### src/rtl/opnd_pipe_pkg.sv
package opnd_pipe_pkg;

  // per-lane register strobes
  typedef struct packed {
    logic ce1;
    logic ce2;
    logic rst1;
    logic rst2;
  } laneStrobe_t;

  // bundle handed from control to datapath
  typedef struct packed {
    laneStrobe_t a;
    laneStrobe_t b;
    logic        aFirst;
    logic        bFirst;
  } pipeStrobe_t;

endpackage

### src/rtl/opnd_pipe_ctrl.sv
module opnd_pipe_ctrl
  import opnd_pipe_pkg::*;
(
  input  logic        ceA1,
  input  logic        ceA2,
  input  logic        ceB1,
  input  logic        ceB2,
  input  logic        rstA1,
  input  logic        rstA2,
  input  logic        rstB1,
  input  logic        rstB2,
  input  logic        selAFirst,
  input  logic        selBFirst,
  output pipeStrobe_t strobes
);

  always_comb begin
    strobes.a.ce1  = ceA1;
    strobes.a.ce2  = ceA2;
    strobes.a.rst1 = rstA1;
    strobes.a.rst2 = rstA2;
    strobes.b.ce1  = ceB1;
    strobes.b.ce2  = ceB2;
    strobes.b.rst1 = rstB1;
    strobes.b.rst2 = rstB2;
    strobes.aFirst = selAFirst;
    strobes.bFirst = selBFirst;
  end

endmodule

### src/rtl/opnd_pipe_lane.sv
module opnd_pipe_lane
  import opnd_pipe_pkg::*;
#(
  parameter int W          = 34,
  parameter int DEPTH      = 2,
  parameter int CASC_DEPTH = 1,
  parameter bit FROM_CASC  = 1'b0
) (
  input  logic        clk,
  input  logic [W-1:0] directIn,
  input  logic [W-1:0] cascIn,
  input  laneStrobe_t strobe,
  input  logic        selFirst,
  output logic [W-1:0] mulOp,
  output logic [W-1:0] finalOp,
  output logic [W-1:0] cascOut
);

  // elaboration guard on the static configuration
  if (DEPTH > 2 || CASC_DEPTH > DEPTH) begin : gBadCfg
    $error("opnd_pipe_lane: cascade count above depth or depth above 2");
  end

  logic [W-1:0] laneIn;
  logic [W-1:0] stage1;

  // static source choice
  if (FROM_CASC) begin : gSrcCasc
    assign laneIn = cascIn;
  end else begin : gSrcDirect
    assign laneIn = directIn;
  end

  // first-stage register, always present for the multiplier select
  always_ff @(posedge clk) begin
    if (strobe.rst1)     stage1 <= '0;
    else if (strobe.ce1) stage1 <= laneIn;
  end

  if (DEPTH == 0) begin : gDepth0
    logic unusedStage2;
    assign unusedStage2 = strobe.ce2 ^ strobe.rst2;
    assign finalOp = laneIn;
    assign cascOut = laneIn;
  end else begin : gDepthReg
    logic [W-1:0] stage2;
    logic [W-1:0] stage2D;

    if (DEPTH == 2) begin : gChain
      assign stage2D = stage1;
    end else begin : gSingle
      assign stage2D = laneIn;
    end

    always_ff @(posedge clk) begin
      if (strobe.rst2)     stage2 <= '0;
      else if (strobe.ce2) stage2 <= stage2D;
    end

    assign finalOp = stage2;

    if (CASC_DEPTH == 0) begin : gCasc0
      assign cascOut = laneIn;
    end else if (CASC_DEPTH == 1 && DEPTH == 2) begin : gCascMid
      assign cascOut = stage1;
    end else begin : gCascLast
      assign cascOut = stage2;
    end
  end

  assign mulOp = selFirst ? stage1 : finalOp;

  // ---------------- assertions ----------------
  logic primed = 1'b0;
  always_ff @(posedge clk) primed <= 1'b1;

  assert_stage1_clear_R5: assert property (@(posedge clk) disable iff (!primed)
    strobe.rst1 |=> (!selFirst || mulOp == '0));

  assert_stage1_hold_R6: assert property (@(posedge clk) disable iff (!primed)
    (!strobe.rst1 && !strobe.ce1) |=> $stable(stage1));

  assert_stage1_load_R7: assert property (@(posedge clk) disable iff (!primed)
    (strobe.ce1 && !strobe.rst1) |=> (stage1 == $past(laneIn)));

  if (DEPTH == 1) begin : gChkD1
    assert_single_stage_R3: assert property (@(posedge clk) disable iff (!primed)
      (strobe.ce2 && !strobe.rst2) |=> (finalOp == $past(laneIn)));
  end

  if (DEPTH == 2) begin : gChkD2
    assert_chain_stage_R4: assert property (@(posedge clk) disable iff (!primed)
      (strobe.ce2 && !strobe.rst2) |=> (finalOp == $past(stage1)));
  end

  if (DEPTH >= 1) begin : gChkRst2
    assert_stage2_clear_R5: assert property (@(posedge clk) disable iff (!primed)
      strobe.rst2 |=> (finalOp == '0));
  end

endmodule

### src/rtl/opnd_pipe_dp.sv
module opnd_pipe_dp
  import opnd_pipe_pkg::*;
#(
  parameter int A_W          = 34,
  parameter int B_W          = 24,
  parameter int A_DEPTH      = 2,
  parameter int B_DEPTH      = 2,
  parameter int A_CASC_DEPTH = 1,
  parameter int B_CASC_DEPTH = 1,
  parameter bit A_FROM_CASC  = 1'b0,
  parameter bit B_FROM_CASC  = 1'b0,
  localparam int SUM_W       = A_W + B_W
) (
  input  logic             clk,
  input  logic [A_W-1:0]   aDirect,
  input  logic [A_W-1:0]   aCascIn,
  input  logic [B_W-1:0]   bDirect,
  input  logic [B_W-1:0]   bCascIn,
  input  pipeStrobe_t      strobes,
  output logic [A_W-1:0]   mulA,
  output logic [B_W-1:0]   mulB,
  output logic [A_W-1:0]   aCascOut,
  output logic [B_W-1:0]   bCascOut,
  output logic [SUM_W-1:0] adderOp
);

  logic [A_W-1:0] aFinal;
  logic [B_W-1:0] bFinal;

  opnd_pipe_lane #(
    .W(A_W), .DEPTH(A_DEPTH), .CASC_DEPTH(A_CASC_DEPTH), .FROM_CASC(A_FROM_CASC)
  ) uLaneA (
    .clk      (clk),
    .directIn (aDirect),
    .cascIn   (aCascIn),
    .strobe   (strobes.a),
    .selFirst (strobes.aFirst),
    .mulOp    (mulA),
    .finalOp  (aFinal),
    .cascOut  (aCascOut)
  );

  opnd_pipe_lane #(
    .W(B_W), .DEPTH(B_DEPTH), .CASC_DEPTH(B_CASC_DEPTH), .FROM_CASC(B_FROM_CASC)
  ) uLaneB (
    .clk      (clk),
    .directIn (bDirect),
    .cascIn   (bCascIn),
    .strobe   (strobes.b),
    .selFirst (strobes.bFirst),
    .mulOp    (mulB),
    .finalOp  (bFinal),
    .cascOut  (bCascOut)
  );

  // adder-path operand: A high, B low
  assign adderOp = {aFinal, bFinal};

endmodule

### src/rtl/opnd_in_pipe.sv
module opnd_in_pipe
  import opnd_pipe_pkg::*;
#(
  parameter int A_W          = 34,
  parameter int B_W          = 24,
  parameter int A_DEPTH      = 2,
  parameter int B_DEPTH      = 2,
  parameter int A_CASC_DEPTH = 1,
  parameter int B_CASC_DEPTH = 1,
  parameter bit A_FROM_CASC  = 1'b0,
  parameter bit B_FROM_CASC  = 1'b0,
  localparam int SUM_W       = A_W + B_W
) (
  input  logic             clk,
  input  logic [A_W-1:0]   aDirect,
  input  logic [A_W-1:0]   aCascIn,
  input  logic [B_W-1:0]   bDirect,
  input  logic [B_W-1:0]   bCascIn,
  input  logic             ceA1,
  input  logic             ceA2,
  input  logic             ceB1,
  input  logic             ceB2,
  input  logic             rstA1,
  input  logic             rstA2,
  input  logic             rstB1,
  input  logic             rstB2,
  input  logic             selAFirst,
  input  logic             selBFirst,
  output logic [A_W-1:0]   mulA,
  output logic [B_W-1:0]   mulB,
  output logic [A_W-1:0]   aCascOut,
  output logic [B_W-1:0]   bCascOut,
  output logic [SUM_W-1:0] adderOp
);

  pipeStrobe_t strobes;

  opnd_pipe_ctrl uCtrl (
    .ceA1      (ceA1),
    .ceA2      (ceA2),
    .ceB1      (ceB1),
    .ceB2      (ceB2),
    .rstA1     (rstA1),
    .rstA2     (rstA2),
    .rstB1     (rstB1),
    .rstB2     (rstB2),
    .selAFirst (selAFirst),
    .selBFirst (selBFirst),
    .strobes   (strobes)
  );

  opnd_pipe_dp #(
    .A_W(A_W), .B_W(B_W),
    .A_DEPTH(A_DEPTH), .B_DEPTH(B_DEPTH),
    .A_CASC_DEPTH(A_CASC_DEPTH), .B_CASC_DEPTH(B_CASC_DEPTH),
    .A_FROM_CASC(A_FROM_CASC), .B_FROM_CASC(B_FROM_CASC)
  ) uDp (
    .clk      (clk),
    .aDirect  (aDirect),
    .aCascIn  (aCascIn),
    .bDirect  (bDirect),
    .bCascIn  (bCascIn),
    .strobes  (strobes),
    .mulA     (mulA),
    .mulB     (mulB),
    .aCascOut (aCascOut),
    .bCascOut (bCascOut),
    .adderOp  (adderOp)
  );

endmodule

### config.mk
export PLATFORM = sky130hd
export DESIGN_NAME = opnd_in_pipe
export DESIGN_NICKNAME = d
export VERILOG_FILES = /design/src/rtl/opnd_pipe_pkg.sv /design/src/rtl/opnd_pipe_ctrl.sv /design/src/rtl/opnd_pipe_lane.sv /design/src/rtl/opnd_pipe_dp.sv /design/src/rtl/opnd_in_pipe.sv
export SDC_FILE = /design/constraint.sdc
export NUM_CORES = 1
export LEC_CHECK = 0
export BUFFER_PORTS_ARGS = -buffer_cell sky130_fd_sc_hd__clkbuf_2
export CAP_MARGIN = 20
export CORE_ASPECT_RATIO = 0.9
export CORE_MARGIN = 5
export CORE_UTILIZATION = 40
export DETAILED_ROUTE_END_ITERATION = 12
export GPL_TIMING_DRIVEN = 0
export PLACE_DENSITY_LB_ADDON = 0.15
export SETUP_SLACK_MARGIN = 0.5
export SYNTH_ARGS = -nofsm -noshare
export SYNTH_HDL_FRONTEND = slang
export SYNTH_SLANG_ARGS = --single-unit
### constraint.sdc
create_clock -name clk -period 1 [get_ports clk]
set_input_delay 0.25 -clock clk [delete_from_list [all_inputs] [get_ports clk]]
set_output_delay 0.25 -clock clk [all_outputs]
set_load 0.005 [all_outputs]
==> impl_metrics.csv, run 1 <==
group,metric,value,unit
power,power-per-cell-area,1350,nW/µm²
yosys,ys_types,13,
grt,grt_start_max_net_pins,17,
layout,area_growth,102,%
die,design.die.area,15100,µm²
hold_path,holdCritPathClass,"primary input to flop",
layout,fin_area,10300,µm²
grt,gr_layer_usage_met3,6.26,%
timing,clock_skew,0.00794,ns
setup_path,regToRegStartpoint,"uDp.uLaneB.finalOp[6]",
grt,grt.overflow.total,0,
layout,num_antenna_cells,0,
clock_network,cts_hold_buffers,0,
setup_path,critical_path.endpoint_type,"primary output",
setup_path,critical_path_required,0.75,ns
timing,rsz0062_at_grt,"yes",
detailed_routing,drt_first_pass_iters,4,
grt,globalRoute.busiestLayer,"met2",
placed_design,port_buffers,234,
setup_path,cp_max_fanout,2,
timing,slew_headroom,62.8,%
setup_path,critical_path.startpoint,"uDp.uLaneA.cascOut[9]",
clock_network,clk-insertion-delay-late,0.41,ns
yosys,post_synth_instance_area,5090,µm²
run_status,violations_in_the_final_reports,"negative setup slack",
die,initial_core_util,40.4,%
grt,grt_use_met2,37.6,%
clock_network,clock_tree_from_tritoncts,"yes",
grt,antenna_found_initial,0,
power,worst_ir_drop_vdd,0.00109,V
power,power.leakage,5.31,nW
detailed_routing,route.final.wire_length,20600,µm
die,die_height,117,µm
yosys,synthesized_nets,566,
clock_network,cts_max_path_buffers,2,
yosys,ys_seq_elements,116,
yosys,synth.avg_cell_area,11.6,µm²
layout,drive_above_1_share,74.6,%
yosys,yosys_warnings,0,
detailed_routing,viasPerCell,4.82,
flow_run,maxCapViolations,0,
clock_network,clkSlewWorstSetupHoldPaths,0.06,ns
hold_path,worstHoldStart,"aDirect[30]",
clock_network,clock-sinks,116,
detailed_routing,drtAntennaViolNets,0,
clock_network,cell_at_the_root_of_the_clock_tree,"sky130_fd_sc_hd__clkbuf_16",
layout,nNetsFinal,1032,
timing,hold_ws,0.0801,ns
detailed_routing,post_drt_wl_per_cell,19.1,µm
timing,fmaxAchievable,718,MHz
yosys,synth.yosys.seq_area_share,45.6,%
detailed_routing,first_iter_violations,281,
detailed_routing,num_vias,5217,
die,core.rowCount,39,
timing,final_max_slew_viol_count,0,
timing,report.final.setup_viol,183,
timing,final.setup.worst_slack,-0.393,ns
timing,report.final.hold_viol_count,0,
power,fin_total_pwr,13.9,mW
clock_network,ctsHtreeMaxLevel,4,
die,floorplan.core_area,12600,µm²
placed_design,dp_hpwl,10200,µm
grt,grt_first_pass_wirelength,25700,µm
layout,fillerInstances,624,
placed_design,placed_cell_area,6710,µm²
placed_design,post-place-ws,-0.205,ns
timing,tightestPinTransition,0.558,ns
setup_path,path_class,"flop to primary output",
placed_design,place.gp.congestion,0.789,
timing,fin_crit_sh,139,%
setup_path,start_kind,"flop",
grt,gr-usage-met1,26.3,%
clock_network,tritoncts.num_buffers,17,
setup_path,crit_arrival,1.14,ns
run_status,run_status,"complete, but fails checks",
die,die_width,129,µm
timing,layout_min_cycle_time,1.39,ns
detailed_routing,detail_route.drc_violations,0,
die,io-pin-count,301,
yosys,netlist_instances,439,
grt,first_global_vias,4945,
grt,groute.usage.overall,21.9,%
## registers in the layout, indices dropped and copies added, names as in the netlist
name,flops
uDp.uLaneB.cascOut,24
uDp.uLaneB.finalOp,24
uDp.uLaneA.cascOut,34
uDp.uLaneA.finalOp,34
## cell families (layout without fill, tap and decap cells)
family / Yosys count / count (layout) / share of synthesized area (%)
muxes: 174 / 174 / 39.4
DFF: 116 / 116 / 45.6
and+or+nand+nor: 116 / 116 / 8.56
buffers and inverters: 33 / 512 / 6.44
## per-layer routing
metal	part of all wire [%]	up-vias
li1	-	2424
met3	6.3	42
met4	2.8	0
met2	52	228
met1	39	2523
met5	0	-
## cells in the mapped netlist (all sizes together)
cell type	count	area share, %
mux2i	116	23
mux2	58	17
dfxtp	116	46
nor2	116	8.6
buf	25	5.8
clkbuf	8	0.61
## report_power, final
part	total, mW	internal (mW)	leakage, nW	switching (mW)
logic	2.83	1.77	4.02	1.06
registers	5.09	4.90	0.998	0.195
clock network	6.03	3.90	0.299	2.13
## critical path, cell delays in order, from the launching register on
cell	delay, ns
sky130_fd_sc_hd__dfxtp_2	0.34
sky130_fd_sc_hd__mux2_4	0.27
sky130_fd_sc_hd__buf_6	0.12
## area by class of cell
type	count	area [µm²]	share of cell area (%)
Timing Repair Buffer	447	4140	40.2
Multi-Input combinational cell	290	2480	24.1
Sequential cell	116	2470	24.0
Clock buffer	22	484	4.70
Buffer	33	417	4.05
Tap cell	164	205	1.99
Clock inverter	10	104	1.01
## layout by cell type (no fill, tap or decap), drive strengths merged
master / n
clkbuf: 169
nor2: 116
clkinv: 8
mux2i: 116
dfxtp: 116
buf: 333
mux2: 58
bufinv: 2
## stage by stage
step	util [%]	TNS, ns	instances
floorplan	-	-2.58	439
global placement	53.3	-12.48	837
detailed placement	53.3	-13.26	837
CTS	68.7	-45.80	992
global route	81.8	-55.92	1082
finish	81.8	-49.64	1082
## path summary, 6_finish.rpt
path                                  to  slack (ns)  cells past startpoint
hold reg to reg   uDp.uLaneA.finalOp[12]        0.51                      2
setup / recovery                 mulA[9]       -0.39                      2
setup reg to reg   uDp.uLaneB.finalOp[6]       -0.12                      6
hold / removal    uDp.uLaneA.cascOut[30]        0.08                      3
## timing repair
action	in CTS	in global routing
hold endpoints to repair	0	0
endpoints found under the setup margin	290	290
resized for setup	116	208
pin swaps	7	34
setup buffers	123	90
(Power assumes the default switching activity.)
==> run 2, diff against run 1 <==
- REMOVE_ABC_BUFFERS: unset -> 1
==> impl_metrics.csv, run 2 (synthesis gave the netlist of run 1 again) <==
group,metric,value,unit
run_status,run_status,"complete, but fails checks",
run_status,violations_in_the_final_reports,"negative setup slack",
timing,final_max_slew_viol_count,0,
layout,fin_area,10100,µm²
flow_run,maxCapViolations,0,
timing,report.final.hold_viol_count,0,
setup_path,regToRegStartpoint,"uDp.uLaneB.cascOut[4]",
setup_path,worst_path_largest_cell_delay,0.32,ns
setup_path,crit_arrival,1.13,ns
clock_network,cts_max_path_buffers,2,
grt,grt_start_max_net_pins,35,
layout,area_growth,99.3,%
layout,finalNonFillerCells,1062,
placed_design,port_buffers,242,
grt,grt.overflow.total,0,
layout,fillerInstances,692,
setup_path,worst_r2r_endpoint,"uDp.uLaneB.cascOut[4]",
layout,nNetsFinal,1015,
detailed_routing,num_vias,5210,
die,io-pin-count,301,
grt,groute.usage.overall,22.0,%
grt,antenna_found_initial,0,
power,power-per-cell-area,1330,nW/µm²
setup_path,worst-r2r-cell-count,6,
placed_design,placedCellCount,815,
layout,num_antenna_cells,0,
power,worst_ir_drop_vdd,0.00117,V
die,die_width,129,µm
timing,tightestPinTransition,0.619,ns
setup_path,crit_path_cell_trace,"mux2_4 > clkbuf_2",
placed_design,place.gp.congestion,0.735,
placed_design,dp_hpwl,9290,µm
setup_path,path_class,"flop to primary output",
placed_design,placed_cell_area,6240,µm²
layout,most_common_cell_after_layout_fill_and_taps_aside,"sky130_fd_sc_hd__buf_6",
power,fin_total_pwr,13.4,mW
detailed_routing,viasPerCell,4.91,
setup_path,regToRegSetupSlack,-0.12,ns
detailed_routing,drtAntennaViolNets,0,
setup_path,critical_path.endpoint_type,"primary output",
detailed_routing,post_drt_wl_per_cell,19.0,µm
setup_path,cp-endpoint,"mulA[10]",
clock_network,clk-insertion-delay-late,0.41,ns
timing,slew_headroom,58.8,%
setup_path,dominant_delay_contributor_by_cell_family_on_the_critical_path,"flip-flops",
timing,final.setup.worst_slack,-0.379,ns
setup_path,critical_path.startpoint,"uDp.uLaneA.finalOp[10]",
setup_path,critical_path_required,0.75,ns
clock_network,cell_at_the_root_of_the_clock_tree,"sky130_fd_sc_hd__clkbuf_16",
setup_path,slowest_stage,"sky130_fd_sc_hd__dfxtp_2",
timing,rsz0062_at_grt,"yes",
setup_path,critPathBufInv,1,
timing,clock_skew,0.00671,ns
clock_network,clock-sinks,116,
timing,setup-tns-final,-49.13,ns
timing,layout_min_cycle_time,1.38,ns
clock_network,clock_tree_from_tritoncts,"yes",
die,initial_core_util,40.4,%
grt,first_global_vias,5055,
hold_path,holdCritPathClass,"primary input to flop",
setup_path,critical_path_depth,2,
grt,grt_first_pass_wirelength,25800,µm
die,design.die.area,15100,µm²
layout,final_cell_mix,"300 x sky130_fd_sc_hd__buf_6, 140 x sky130_fd_sc_hd__clkbuf_2, 116 x sky130_fd_sc_hd__nor2_1",
clock_network,ctsHtreeMaxLevel,4,
layout,drive_above_1_share,74.7,%
die,floorplan.core_area,12600,µm²
timing,report.final.setup_viol,193,
detailed_routing,first_iter_violations,294,
die,core.rowCount,39,
detailed_routing,route.final.wire_length,20100,µm
clock_network,clkSlewWorstSetupHoldPaths,0.05,ns
detailed_routing,drt_first_pass_iters,4,
clock_network,tritoncts.num_buffers,17,
die,die_height,117,µm
detailed_routing,detail_route.drc_violations,0,
setup_path,cp_max_fanout,2,
power,power.leakage,5.22,nW
timing,fmaxAchievable,725,MHz
setup_path,start_kind,"flop",
timing,fin_crit_sh,138,%
==> run 2: through the flow <==
step / worst slack (ns) / hold slack (ns) / util [%]
6_report: -0.379 / 0.0765 / 80.5
5_1_grt: -0.424 / 0.0619 / 80.5
4_1_cts: -0.390 / 0.0606 / 68.0
3_5_place_dp: -0.668 / 0.492 / 49.5
3_3_place_gp: -0.936 / 0.485 / 49.1
2_1_floorplan: 0.168 / 0.322 / -
==> run 2: power by group <==
group	leakage, nW	total (mW)	switching, mW	internal (mW)
Combinational	3.96	2.81	1.05	1.76
Clock	0.268	5.54	2.00	3.54
Sequential	0.998	5.09	0.191	4.90
==> run 2: area by class of cell <==
| type | count | area, µm² | area share (%) |
|---|---|---|---|
| well taps | 164 | 205 | 2.02 |
| clock inverters | 6 | 55.1 | 0.543 |
| clock buffers | 23 | 478 | 4.71 |
| multi-input cells | 290 | 2490 | 24.5 |
| repair buffers | 463 | 4440 | 43.8 |
| flip-flops and latches | 116 | 2470 | 24.4 |
==> run 2: worst reg2reg max path, stage by stage (launching register included) <==
cell and delay, ns:
sky130_fd_sc_hd__dfxtp_2 0.33, sky130_fd_sc_hd__buf_6 0.11, sky130_fd_sc_hd__buf_6 0.11, sky130_fd_sc_hd__buf_6 0.10, sky130_fd_sc_hd__buf_6 0.10, sky130_fd_sc_hd__mux2i_1 0.13, sky130_fd_sc_hd__nor2_1 0.08
==> run 2: worst min-delay path by stage <==
stage	from	endpoint	cells past startpoint
after global placement	aDirect[28]	uDp.uLaneA.cascOut[28]	3
final	aDirect[2]	uDp.uLaneA.cascOut[2]	3
after CTS	bDirect[1]	uDp.uLaneB.cascOut[1]	3
after detailed placement	aDirect[14]	uDp.uLaneA.cascOut[14]	3
after global routing	aDirect[31]	uDp.uLaneA.cascOut[31]	3
after floorplan	rstA1	uDp.uLaneA.cascOut[0]	1
==> run 2: what timing repair did <==
| item | 4_1_cts | 5_1_grt |
|---|---|---|
| buffers inserted | 129 | 86 |
| pin swaps | 1 | 3 |
| setup endpoints to repair | 290 | 290 |
| hold buffers | 0 | 0 |
| resized for setup | 266 | 191 |
| gates cloned | 3 | 0 |
==> run 2: routing by layer <==
layer	GRT usage (%)	part of all wire, %	routed length, µm
met1	25.4	37	7460
met2	39.0	56	11200
met3	5.40	4.7	944
met4	9.87	2.7	549
met5	0	0	0
==> run 3, diff against run 2 <==
- CORE_ASPECT_RATIO: 0.9 -> 1.25
- SLEW_MARGIN: unset -> 20
==> impl_metrics.csv, run 3 (synthesis gave the netlist of run 1 again) <==
group,metric,value,unit
clock_network,cts_max_path_buffers,2,
die,floorplan.core_area,12600,µm²
die,design.die.area,15100,µm²
placed_design,dp_hpwl,9260,µm
setup_path,critical_path_required,0.75,ns
setup_path,regToRegStartpoint,"uDp.uLaneA.cascOut[6]",
detailed_routing,route.final.wire_length,20400,µm
die,die_height,136,µm
timing,final.setup.worst_slack,-0.400,ns
setup_path,critical_path.endpoint_type,"primary output",
layout,fin_area,10100,µm²
detailed_routing,num_vias,5243,
setup_path,worst_r2r_endpoint,"uDp.uLaneA.cascOut[6]",
timing,clock_skew,0.00653,ns
timing,setup-tns-final,-47.77,ns
hold_path,holdCritPathClass,"primary input to flop",
placed_design,port_buffers,242,
detailed_routing,wirelength_met1,7990,µm
detailed_routing,top_signal_layer_used,"met4",
timing,final_max_slew_viol_count,0,
setup_path,critical_path.startpoint,"uDp.uLaneA.finalOp[20]",
layout,finalCoreUtilization,80.3,%
grt,grt.overflow.total,0,
grt,grt_start_max_net_pins,35,
run_status,run_status,"complete, but fails checks",
detailed_routing,post_drt_wl_per_cell,19.2,µm
detailed_routing,drtAntennaViolNets,0,
grt,groute.usage.overall,21.2,%
clock_network,clk-insertion-delay-late,0.40,ns
layout,multi_input_area,2480,µm²
power,worst_ir_drop_vdd,0.000961,V
detailed_routing,viasPerCell,4.93,
timing,report.final.hold_viol_count,0,
grt,first_global_vias,4907,
run_status,violations_in_the_final_reports,"negative setup slack",
flow_run,maxCapViolations,0,
setup_path,start_kind,"flop",
timing,fin_crit_sh,140,%
clock_network,cts_hold_buffers,0,
detailed_routing,met3WireLength,1740,µm
grt,grt_first_pass_wirelength,25900,µm
layout,area_growth,99.0,%
layout,final_cell_mix,"301 x sky130_fd_sc_hd__buf_6, 139 x sky130_fd_sc_hd__clkbuf_2, 116 x sky130_fd_sc_hd__nor2_1",
detailed_routing,drt_first_pass_iters,5,
setup_path,cp_max_fanout,2,
layout,num_antenna_cells,0,
die,core.rowCount,46,
timing,tightestPinTransition,0.574,ns
power,power-per-cell-area,1440,nW/µm²
timing,fmaxAchievable,714,MHz
detailed_routing,met2RoutedLength,10200,µm
timing,slew_headroom,61.7,%
setup_path,crit_arrival,1.15,ns
setup_path,cp-endpoint,"mulA[20]",
layout,nNetsFinal,1011,
timing,report.final.setup_viol,192,
clock_network,clock_tree_from_tritoncts,"yes",
clock_network,ctsHtreeMaxLevel,4,
setup_path,worst-r2r-cell-count,6,
detailed_routing,detail_route.drc_violations,0,
power,power.leakage,5.19,nW
timing,rsz0062_at_grt,"yes",
clock_network,tritoncts.num_buffers,17,
clock_network,clkSlewWorstSetupHoldPaths,0.06,ns
layout,sequential_cell_area,2470,µm²
setup_path,regToRegSetupSlack,-0.16,ns
detailed_routing,first_iter_violations,182,
grt,antenna_found_initial,0,
clock_network,cell_at_the_root_of_the_clock_tree,"sky130_fd_sc_hd__clkbuf_16",
placed_design,place.gp.congestion,0.761,
placed_design,placed_cell_area,6190,µm²
layout,most_common_cell_after_layout_fill_and_taps_aside,"sky130_fd_sc_hd__buf_6",
setup_path,path_class,"flop to primary output",
timing,layout_min_cycle_time,1.40,ns
layout,fillerInstances,685,
die,io-pin-count,301,
clock_network,clock-sinks,116,
layout,drive_above_1_share,74.8,%
die,die_width,111,µm
die,initial_core_util,40.4,%
-- run 3: worst min-delay path by stage --
stage                            from                endpoint  slack [ns]  cells past startpoint
after floorplan                 rstA1   uDp.uLaneA.cascOut[0]        0.32                      1
after global placement    bDirect[19]  uDp.uLaneB.cascOut[19]        0.48                      3
after detailed placement  bDirect[16]  uDp.uLaneB.cascOut[16]        0.49                      3
after CTS                 bDirect[16]  uDp.uLaneB.cascOut[16]        0.07                      3
after global routing      bDirect[23]  uDp.uLaneB.cascOut[23]        0.08                      3
final                      bDirect[7]   uDp.uLaneB.cascOut[7]        0.08                      3
-- run 3: routing by layer --
metal	vias to the layer above	global-route usage, %
met2	287	35.9
met3	44	7.12
met5	-	0
met4	0	5.61
li1	2380	-
met1	2532	26.1
-- run 3: area by class of cell --
cell class / count / area share (%)
tap: 168 / 2.08
multi-input combinational: 290 / 24.5
sequential: 116 / 24.4
clock buffer: 23 / 4.92
timing repair buffer: 459 / 42.4
clock inverter: 8 / 1.68
-- run 3: where the power goes --
part	total, mW	switching, mW	internal (mW)
Combinational	2.72	1.04	1.68
Sequential	5.09	0.194	4.89
Clock	6.81	2.07	4.74
Total	14.6	3.30	11.3
-- run 3: critical path, cell delays in order (launching register included) --
cell and delay [ns]:
sky130_fd_sc_hd__dfxtp_2 0.34, sky130_fd_sc_hd__mux2_4 0.29, sky130_fd_sc_hd__clkbuf_2 0.12
-- run 3: metrics by stage --
step	setup slack, ns	power (mW)	cells	hold WS, ns
after floorplan	0.168	5.72	406	0.322
after global placement	-0.920	6.54	816	0.484
after detailed placement	-0.967	6.57	816	0.493
after CTS	-0.383	14.0	979	0.0666
after global routing	-0.430	15.1	1064	0.0780
final	-0.400	14.6	1064	0.0809
-- run 3: timing repair --
action / in CTS / in global routing
setup endpoints to repair: 290 / 290
pin swaps: 2 / 30
setup buffers: 132 / 85
cloned: 0 / 0
gates resized for setup: 257 / 199
